**config.mk**
```make
export PLATFORM = sky130hd
export DESIGN_NAME = irq_prio_ctrl
export DESIGN_NICKNAME = d
export VERILOG_FILES = /design/src/rtl/irq_pkg.sv /design/src/rtl/irq_flag_bank.sv /design/src/rtl/irq_arbiter.sv /design/src/rtl/irq_level_state.sv /design/src/rtl/irq_prio_ctrl.sv
export SDC_FILE = /design/constraint.sdc
export NUM_CORES = 1
export LEC_CHECK = 0
export ABC_AREA = 1
export BUFFER_PORTS_ARGS = -buffer_cell sky130_fd_sc_hd__buf_2
export CORE_ASPECT_RATIO = 0.7
export CORE_MARGIN = 5
export CORE_UTILIZATION = 55
export DETAILED_ROUTE_END_ITERATION = 6
export GPL_TIMING_DRIVEN = 1
export MAX_ROUTING_LAYER = met4
export PLACE_DENSITY = 0.92
export SYNTH_ARGS = -nofsm -noshare
export SYNTH_HDL_FRONTEND = slang
export SYNTH_SLANG_ARGS = --single-unit
```
**constraint.sdc**
```tcl
create_clock -name clk -period 4.1 [get_ports clk]
set_input_delay 0.615 -clock clk [delete_from_list [all_inputs] [get_ports clk]]
set_output_delay 0.615 -clock clk [all_outputs]
set_load 0.1 [all_outputs]
```
**src/rtl/irq_pkg.sv**
```systemverilog
package irq_pkg;

  // Register addresses shared by the write and read paths.
  localparam logic [2:0] ADDR_CTRL   = 3'd0;
  localparam logic [2:0] ADDR_FLAG   = 3'd1;
  localparam logic [2:0] ADDR_ENABLE = 3'd2;
  localparam logic [2:0] ADDR_PRIO   = 3'd3;
  localparam logic [2:0] ADDR_STATUS = 3'd4;

  localparam int unsigned VEC_HI = 32'h0008;
  localparam int unsigned VEC_LO = 32'h0018;

  // Control word: bit2 low-group / peripheral enable,
  // bit1 high-group / global enable, bit0 priority mode.
  typedef struct packed {
    logic en_lo;
    logic en_hi;
    logic prio_mode;
  } irq_ctrl_t;

  typedef enum logic [1:0] {
    TAKE_NONE = 2'd0,
    TAKE_HI   = 2'd1,
    TAKE_LO   = 2'd2
  } take_kind_e;

endpackage

```
**src/rtl/irq_flag_bank.sv**
```systemverilog
module irq_flag_bank
  import irq_pkg::*;
#(
  parameter int NSRC = 16
) (
  input  logic            clk,
  input  logic            rst_n,
  input  logic            wr_en,
  input  logic [2:0]      wr_addr,
  input  logic [NSRC-1:0] wr_data,
  input  logic [NSRC-1:0] evt,
  output logic [NSRC-1:0] flag_q,
  output logic [NSRC-1:0] en_q,
  output logic [NSRC-1:0] pri_q
);

  logic wr_flag, wr_en_reg, wr_pri;

  assign wr_flag   = wr_en && (wr_addr == ADDR_FLAG);
  assign wr_en_reg = wr_en && (wr_addr == ADDR_ENABLE);
  assign wr_pri    = wr_en && (wr_addr == ADDR_PRIO);

  for (genvar i = 0; i < NSRC; i++) begin : g_src
    // Event set wins over a clearing write to the same bit.
    always_ff @(posedge clk or negedge rst_n) begin
      if (!rst_n) begin
        flag_q[i] <= 1'b0;
        en_q[i]   <= 1'b0;
        pri_q[i]  <= 1'b0;
      end else begin
        if (evt[i])       flag_q[i] <= 1'b1;
        else if (wr_flag) flag_q[i] <= wr_data[i];
        if (wr_en_reg)    en_q[i]   <= wr_data[i];
        if (wr_pri)       pri_q[i]  <= wr_data[i];
      end
    end
  end

endmodule

```
**src/rtl/irq_arbiter.sv**
```systemverilog
module irq_arbiter
  import irq_pkg::*;
#(
  parameter int              NSRC        = 16,
  parameter logic [NSRC-1:0] PERIPH_MASK = '1
) (
  input  logic [NSRC-1:0] flag_q,
  input  logic [NSRC-1:0] en_q,
  input  logic [NSRC-1:0] pri_q,
  input  irq_ctrl_t       ctrl,
  input  logic            act_hi,
  input  logic            ret,
  output take_kind_e      take_kind
);

  logic [NSRC-1:0] compat_elig;
  logic [NSRC-1:0] hi_elig;
  logic [NSRC-1:0] lo_elig;
  logic            any_compat, any_hi, any_lo;
  logic            hi_go, lo_go, compat_go;

  for (genvar i = 0; i < NSRC; i++) begin : g_elig
    logic armed;
    assign armed          = flag_q[i] & en_q[i];
    assign compat_elig[i] = armed & (!PERIPH_MASK[i] | ctrl.en_lo);
    assign hi_elig[i]     = armed &  pri_q[i];
    assign lo_elig[i]     = armed & ~pri_q[i];
  end

  assign any_compat = |compat_elig;
  assign any_hi     = |hi_elig;
  assign any_lo     = |lo_elig;

  // Single global gate in compatibility mode.
  assign compat_go = ctrl.en_hi & any_compat;
  // Priority mode: high wins; low waits for high handlers to finish.
  assign hi_go     = ctrl.en_hi & any_hi;
  assign lo_go     = ctrl.en_lo & any_lo & !act_hi & !hi_go;

  always_comb begin
    take_kind = TAKE_NONE;
    if (!ret) begin
      if (!ctrl.prio_mode) begin
        if (compat_go) take_kind = TAKE_HI;
      end else if (hi_go) begin
        take_kind = TAKE_HI;
      end else if (lo_go) begin
        take_kind = TAKE_LO;
      end
    end
  end

endmodule

```
**src/rtl/irq_level_state.sv**
```systemverilog
module irq_level_state
  import irq_pkg::*;
#(
  parameter int VEC_W = 16
) (
  input  logic             clk,
  input  logic             rst_n,
  input  logic             wr_ctrl,
  input  irq_ctrl_t        wr_ctrl_val,
  input  logic             ret,
  input  take_kind_e       take_kind,
  output irq_ctrl_t        ctrl_q,
  output logic             act_hi_q,
  output logic             act_lo_q,
  output logic             nested_q,
  output logic             take_q,
  output logic [VEC_W-1:0] vec_q
);

  localparam logic [VEC_W-1:0] VHI = VEC_W'(VEC_HI);
  localparam logic [VEC_W-1:0] VLO = VEC_W'(VEC_LO);

  irq_ctrl_t        ctrl_n;
  logic             act_hi_n, act_lo_n, nested_n, take_n;
  logic [VEC_W-1:0] vec_n;

  always_comb begin
    ctrl_n   = ctrl_q;
    act_hi_n = act_hi_q;
    act_lo_n = act_lo_q;
    nested_n = nested_q;
    vec_n    = vec_q;
    take_n   = 1'b0;

    if (wr_ctrl) ctrl_n = wr_ctrl_val;

    // Return: leave the innermost active level.
    if (ret) begin
      if (act_hi_q) begin
        act_hi_n     = 1'b0;
        nested_n     = 1'b0;
        ctrl_n.en_hi = 1'b1;
      end else if (act_lo_q) begin
        act_lo_n     = 1'b0;
        ctrl_n.en_lo = 1'b1;
      end
    end

    unique case (take_kind)
      TAKE_HI: begin
        ctrl_n.en_hi = 1'b0;
        act_hi_n     = 1'b1;
        nested_n     = act_lo_q;
        take_n       = 1'b1;
        vec_n        = VHI;
      end
      TAKE_LO: begin
        ctrl_n.en_lo = 1'b0;
        act_lo_n     = 1'b1;
        take_n       = 1'b1;
        vec_n        = VLO;
      end
      default: ;
    endcase
  end

  always_ff @(posedge clk or negedge rst_n) begin
    if (!rst_n) begin
      ctrl_q   <= '0;
      act_hi_q <= 1'b0;
      act_lo_q <= 1'b0;
      nested_q <= 1'b0;
      take_q   <= 1'b0;
      vec_q    <= '0;
    end else begin
      ctrl_q   <= ctrl_n;
      act_hi_q <= act_hi_n;
      act_lo_q <= act_lo_n;
      nested_q <= nested_n;
      take_q   <= take_n;
      vec_q    <= vec_n;
    end
  end

endmodule

```
**src/rtl/irq_prio_ctrl.sv**
```systemverilog
module irq_prio_ctrl
  import irq_pkg::*;
#(
  parameter int              NSRC        = 16,
  parameter int              VEC_W       = 16,
  parameter logic [NSRC-1:0] PERIPH_MASK = 16'hFFF0
) (
  input  logic             clk,
  input  logic             rst_n,
  input  logic             reg_wr_en,
  input  logic [2:0]       reg_wr_addr,
  input  logic [NSRC-1:0]  reg_wr_data,
  input  logic [2:0]       reg_rd_addr,
  output logic [NSRC-1:0]  reg_rd_data,
  input  logic [NSRC-1:0]  src_evt,
  input  logic             irq_ret,
  output logic             irq_take,
  output logic [VEC_W-1:0] irq_vector
);

  localparam int CTRL_W = $bits(irq_ctrl_t);

  logic [NSRC-1:0] flag_q, en_q, pri_q;
  irq_ctrl_t       ctrl_q;
  logic            act_hi_q, act_lo_q, nested_q;
  take_kind_e      take_kind;
  logic            wr_ctrl;

  assign wr_ctrl = reg_wr_en && (reg_wr_addr == ADDR_CTRL);

  irq_flag_bank #(.NSRC(NSRC)) u_bank (
    .clk     (clk),
    .rst_n   (rst_n),
    .wr_en   (reg_wr_en),
    .wr_addr (reg_wr_addr),
    .wr_data (reg_wr_data),
    .evt     (src_evt),
    .flag_q  (flag_q),
    .en_q    (en_q),
    .pri_q   (pri_q)
  );

  irq_arbiter #(.NSRC(NSRC), .PERIPH_MASK(PERIPH_MASK)) u_arb (
    .flag_q    (flag_q),
    .en_q      (en_q),
    .pri_q     (pri_q),
    .ctrl      (ctrl_q),
    .act_hi    (act_hi_q),
    .ret       (irq_ret),
    .take_kind (take_kind)
  );

  irq_level_state #(.VEC_W(VEC_W)) u_lvl (
    .clk         (clk),
    .rst_n       (rst_n),
    .wr_ctrl     (wr_ctrl),
    .wr_ctrl_val (irq_ctrl_t'(reg_wr_data[CTRL_W-1:0])),
    .ret         (irq_ret),
    .take_kind   (take_kind),
    .ctrl_q      (ctrl_q),
    .act_hi_q    (act_hi_q),
    .act_lo_q    (act_lo_q),
    .nested_q    (nested_q),
    .take_q      (irq_take),
    .vec_q       (irq_vector)
  );

  always_comb begin
    reg_rd_data = '0;
    unique case (reg_rd_addr)
      ADDR_CTRL:   reg_rd_data[CTRL_W-1:0] = ctrl_q;
      ADDR_FLAG:   reg_rd_data = flag_q;
      ADDR_ENABLE: reg_rd_data = en_q;
      ADDR_PRIO:   reg_rd_data = pri_q;
      ADDR_STATUS: reg_rd_data[2:0] = {nested_q, act_lo_q, act_hi_q};
      default:     reg_rd_data = '0;
    endcase
  end

endmodule

```
## Word-level counts from Yosys, hierarchy flattened

Cells that the tools add are included.

- Flip-flop bits (word level): 71
- Output and inout port bits: 33
- Word-level logic and storage cells: 237

- Eq/ne operators: 10
- Multiplexer cells: 56
- Bitwise logic cells: 81
- Reduce and logical (&&, ||, !) cells: 34

Operator list:

| cell | number |
|---|---|
| bitwise AND 1 bit | 65 |
| OR reduction 16 bit | 3 |
| 2-to-1 mux 1 bit | 47 |
| nonzero test 2 bit | 20 |
| one-hot mux 13 bit (3 select lines) | 1 |
| one-hot mux 16 bit (2 select lines) | 1 |
| NOT 1 bit | 16 |
| one-hot mux 3 bit (5 select lines) | 1 |
| equality test 3 x 2 -> 1 bit (second input constant) | 4 |
| 2-to-1 mux 2 bit | 5 |
| equality test 3 x 1 -> 1 bit (second input constant) | 2 |
| logical NOT 3 bit | 2 |
| logical AND 1 bit | 4 |
| AND reduction 2 bit | 2 |
| equality test 3 bit (second input constant) | 1 |
| 2-to-1 mux 3 bit | 1 |
| equality test 2 x 1 -> 1 bit (second input constant) | 1 |
| equality test 2 bit (second input constant) | 1 |
| logical NOT 1 bit | 2 |
| inequality test 2 bit (second input constant) | 1 |
| OR reduction 2 bit | 1 |

## Logic depth before layout (Yosys ltp)

- Depth after elaboration: 13
- Mapped depth: 12

## Modules after synthesis

Synthesis repeated with hierarchy kept, for this count alone.

- Cell total of the unflattened synthesis: 493
- Area total of the unflattened synthesis: 3544.6 µm²

Modules (own cells, without submodules):

| module | instances | cells an instance | area an instance (µm²) |
|---|---|---|---|
| irq_flag_bank | 1 | 230 | 2094.5 |
| irq_prio_ctrl | 1 | 100 | 530.5 |
| irq_level_state | 1 | 60 | 499.2 |
| irq_arbiter | 1 | 103 | 420.4 |

## Worst setup path before layout

OpenSTA, ideal clock, no wires.

- Path kind: input -> output
- From: input port reg_rd_addr[2]
- To: output port reg_rd_data[10]
- Data arrival time: 2.517 ns
- Required time: 3.485 ns
- Setup slack: 0.968 ns
- Cell stages on the path: 4
- Cells stage by stage: inv_1 -> nand3_1 -> buf_2 -> o211ai_1

- Word-level cells in the longest chain between the ends: 2

RTL lines:

| what | RTL line | text |
|---|---|---|
| from (decl) | irq_prio_ctrl.sv:13 | `input logic [2:0] reg_rd_addr,` |
| equality test 3 x 2 -> 1 bit or equality test 3 x 1 -> 1 bit (tied branches) | irq_prio_ctrl.sv:70 | `unique case (reg_rd_addr)` |
| one-hot mux 13 bit (3 select lines) * | irq_prio_ctrl.sv:70 |  |
| to (decl) | irq_prio_ctrl.sv:14 | `output logic [NSRC-1:0] reg_rd_data,` |

Every way passes the cells marked *; elsewhere a longest branch is shown, timed or not.

## Final worst setup path

- From: input port reg_rd_addr[2]
- To: output port reg_rd_data[0]

- Word-level cells in the longest chain between the ends: 2

RTL lines:

| what | RTL line |
|---|---|
| equality test 3 bit (tied with other cells) | irq_prio_ctrl.sv:70 |
| one-hot mux 3 bit (5 select lines) * | irq_prio_ctrl.sv:70 |

Marks and branches as above.

==> results.toml <==
[grt]
met1_usage = 0.3145
gr-usage-all-layers = 0.2423
grtUsageMet2 = 0.3666
antenna_found_initial = 0
grt.met3_usage = 0.07641
grt-ovfl-total = 0
grt_pass1_vias = 2811
grt_pass1_wl_mm = 13.09
grt_most_used_layer = "met2"
grt_max_degree = 34

[run_status]
status = "completed"

[routing]
drc_errors = 0
antenna_left = 0
wire_per_inst_um = 14.51
vias = 2987
viasPerCell = 5.382
totalWireLength_mm = 8.052
drt_iter0_drc = 229
dr.pass1.iters = 5

[sta]
worst_slack_ns = 1.107
final.setup.tns_ns = 0
relSlewSlack = 0.2402
clock.fmax_ghz = 0.3341
final_min_period_over_clock_period = 0.7301
slew_viol_final = 0
worst_clock_skew_ns = 0.005111
tightest_slew_ns = 1.137
setup_viol = 0
rsz0062_at_grt = "no"
final.min_clock_period_ns = 2.993
hold_violations = 0

[clock_network]
ctsResizeCount = 0
cts_root_buf = "clkbuf_8"
cts_buffers = 9
hold_buffers = 0
path_clk_slew_ns = 0.06
postCtsSetupRepairBufs = 0
cts-htree-levels = 3
clk_latency_ns = 0.35
clkSinkCount = 57
cts_tree = "done"
clock_path_buffers = 2

[floorplan]
start_util = 0.5781
top_level_ports = 75
dieWidth_um = 99.78
die_y_um = 72.84
rows = 22
dieArea_sq_um = 7268
core_sq_um = 5368

[worst_setup_path]
path_class = "primary input to output port"
startpoint_type = "primary input"
critical_path_required_ns = 3.48
cp-end-kind = "output port"
crit_arrival_ns = 2.38
cp_max_fo = 16

[placed_design]
portBuffers = 60
place.gp.congestion = 0.9775
dp_slack_ns = 1.127
place_hpwl_mm = 5.827
dp_cells = 541

[finish]
regArea_sq_um = 1426
diodes = 0
multi_input_area_sq_um = 1363
final_nets = 524
instances_no_fill = 555
area_growth_pct = 15.12
nFillCells = 451
drive_gt1_frac = 0.1615

[synthesis]
synth_seq_cells = 57
ys_types = 21
ys_seq_area_frac = 0.4597
synthesis.area_sq_um = 3103
synthArstFlopShare = 1.000
post_synth.cell_area_avg_sq_um = 7.388
synth_cells = 420
synth_edf_count = 0
ys.flop_type = "dfrtp_1"
ys_warn_count = 0

[pwr]
irDropWorstVdd_mv = 0.2247
p_leak_nw = 1.935
power_density_nw_per_um2 = 514.3

[min_path]
hp-class = "primary input to asynchronous set/reset pin"

[flow_run]
drv_cap = 0
cells by family after synthesis:
| family | share of synthesized area |
|---|---|
| other | 0.001209 |
| AOI/OAI and AO/OA | 0.1649 |
| and+or+nand+nor | 0.2492 |
| adders and majority gates | 0.008063 |
| DFF | 0.4597 |
| buffers and inverters | 0.1169 |
synth_stat cells, types with 2 or more instances:
library cell	count	share of area
ha_1	2	0.0081
buf_4	16	0.039
nand2_1	113	0.14
inv_1	52	0.063
nor2_1	41	0.050
o211ai_1	14	0.034
clkbuf_1	2	0.0024
o21ai_0	57	0.092
buf_2	7	0.011
nor3_1	2	0.0032
dfrtp_1	57	0.46
a21oi_1	18	0.029
nand3_1	30	0.048
o221ai_1	2	0.0056
registers in the layout (all words and copies together) (netlist names):
register	count
u_bank.en_q	16
u_bank.flag_q	16
u_bank.pri_q	16
u_lvl.act_hi_q	1
u_lvl.act_lo_q	1
u_lvl.ctrl_q	3
u_lvl.nested_q	1
u_lvl.take_q	1
u_lvl.vec_q	2
cell type report:
cell class,count,share of cell area
Clock buffer,10,0.03853
Clock inverter,4,0.01261
Inverter,52,0.05464
Multi-Input combinational cell,298,0.3814
Sequential cell,57,0.3993
Tap cell,72,0.02522
Timing Repair Buffer,62,0.08827
cells in the final DEF (no fill, tap or decap), drive strengths merged:
cell type and instances:
nand2 113, buf 62, o21ai 58, dfrtp 57, inv 52, nor2 41
nand3 30, a21oi 18, o211ai 14, conb 14, clkbuf 10, clkinv 3
nor3 2, o221ai 2, ha 2, o2111ai 1, nand3b 1, nor4 1
or2 1, bufinv 1
report_power, final:
part / leakage, nW / switching (W) / internal [W]
Clock: 0.0978 / 0.000215 / 0.000287
Combinational: 1.18 / 0.000445 / 0.000143
Sequential: 0.661 / 0.0000932 / 0.000655
worst paths after layout:
check	startpoint	end	slack, ns	cells after the start
hold reg to reg	u_lvl.vec_q[3]	u_lvl.vec_q[3]	0.46	1
min in group clk	u_lvl.vec_q[3]	u_lvl.vec_q[3]	0.46	1
hold / removal	rst_n	u_bank.flag_q[10]	0.25	1
max in group asynchronous	rst_n	u_bank.flag_q[2]	3.04	2
setup reg to reg	u_bank.en_q[5]	u_lvl.vec_q[3]	2.27	11
setup / recovery	reg_rd_addr[2]	reg_rd_data[0]	1.11	7
layer usage:
metal  share of wire  vias up
met1            0.44     1362
li1                -     1451
met2            0.43      156
met5               0        -
met4           0.019        0
met3            0.11       18
worst max-delay path: stages:
cell and delay (ns):
buf_2 0.11, inv_1 0.08, nand3_1 0.57, o21ai_0 0.44, nor2_1 0.08, nand2_1 0.06, buf_2 0.42
stage by stage:
step,utilization,area [sq um],hold slack (ns),total power [W]
3_5_place_dp,0.6315,3390,0.4537,0.001332
3_3_place_gp,0.6315,3390,0.4451,0.001312
4_1_cts,0.6655,3572,0.2625,0.001837
2_1_floorplan,-,3152,0.3194,0.001206
6_report,0.6655,3572,0.2465,0.001837
5_1_grt,0.6655,3572,0.2894,0.001940
No activity file was read; power rests on OpenSTA's default activity.
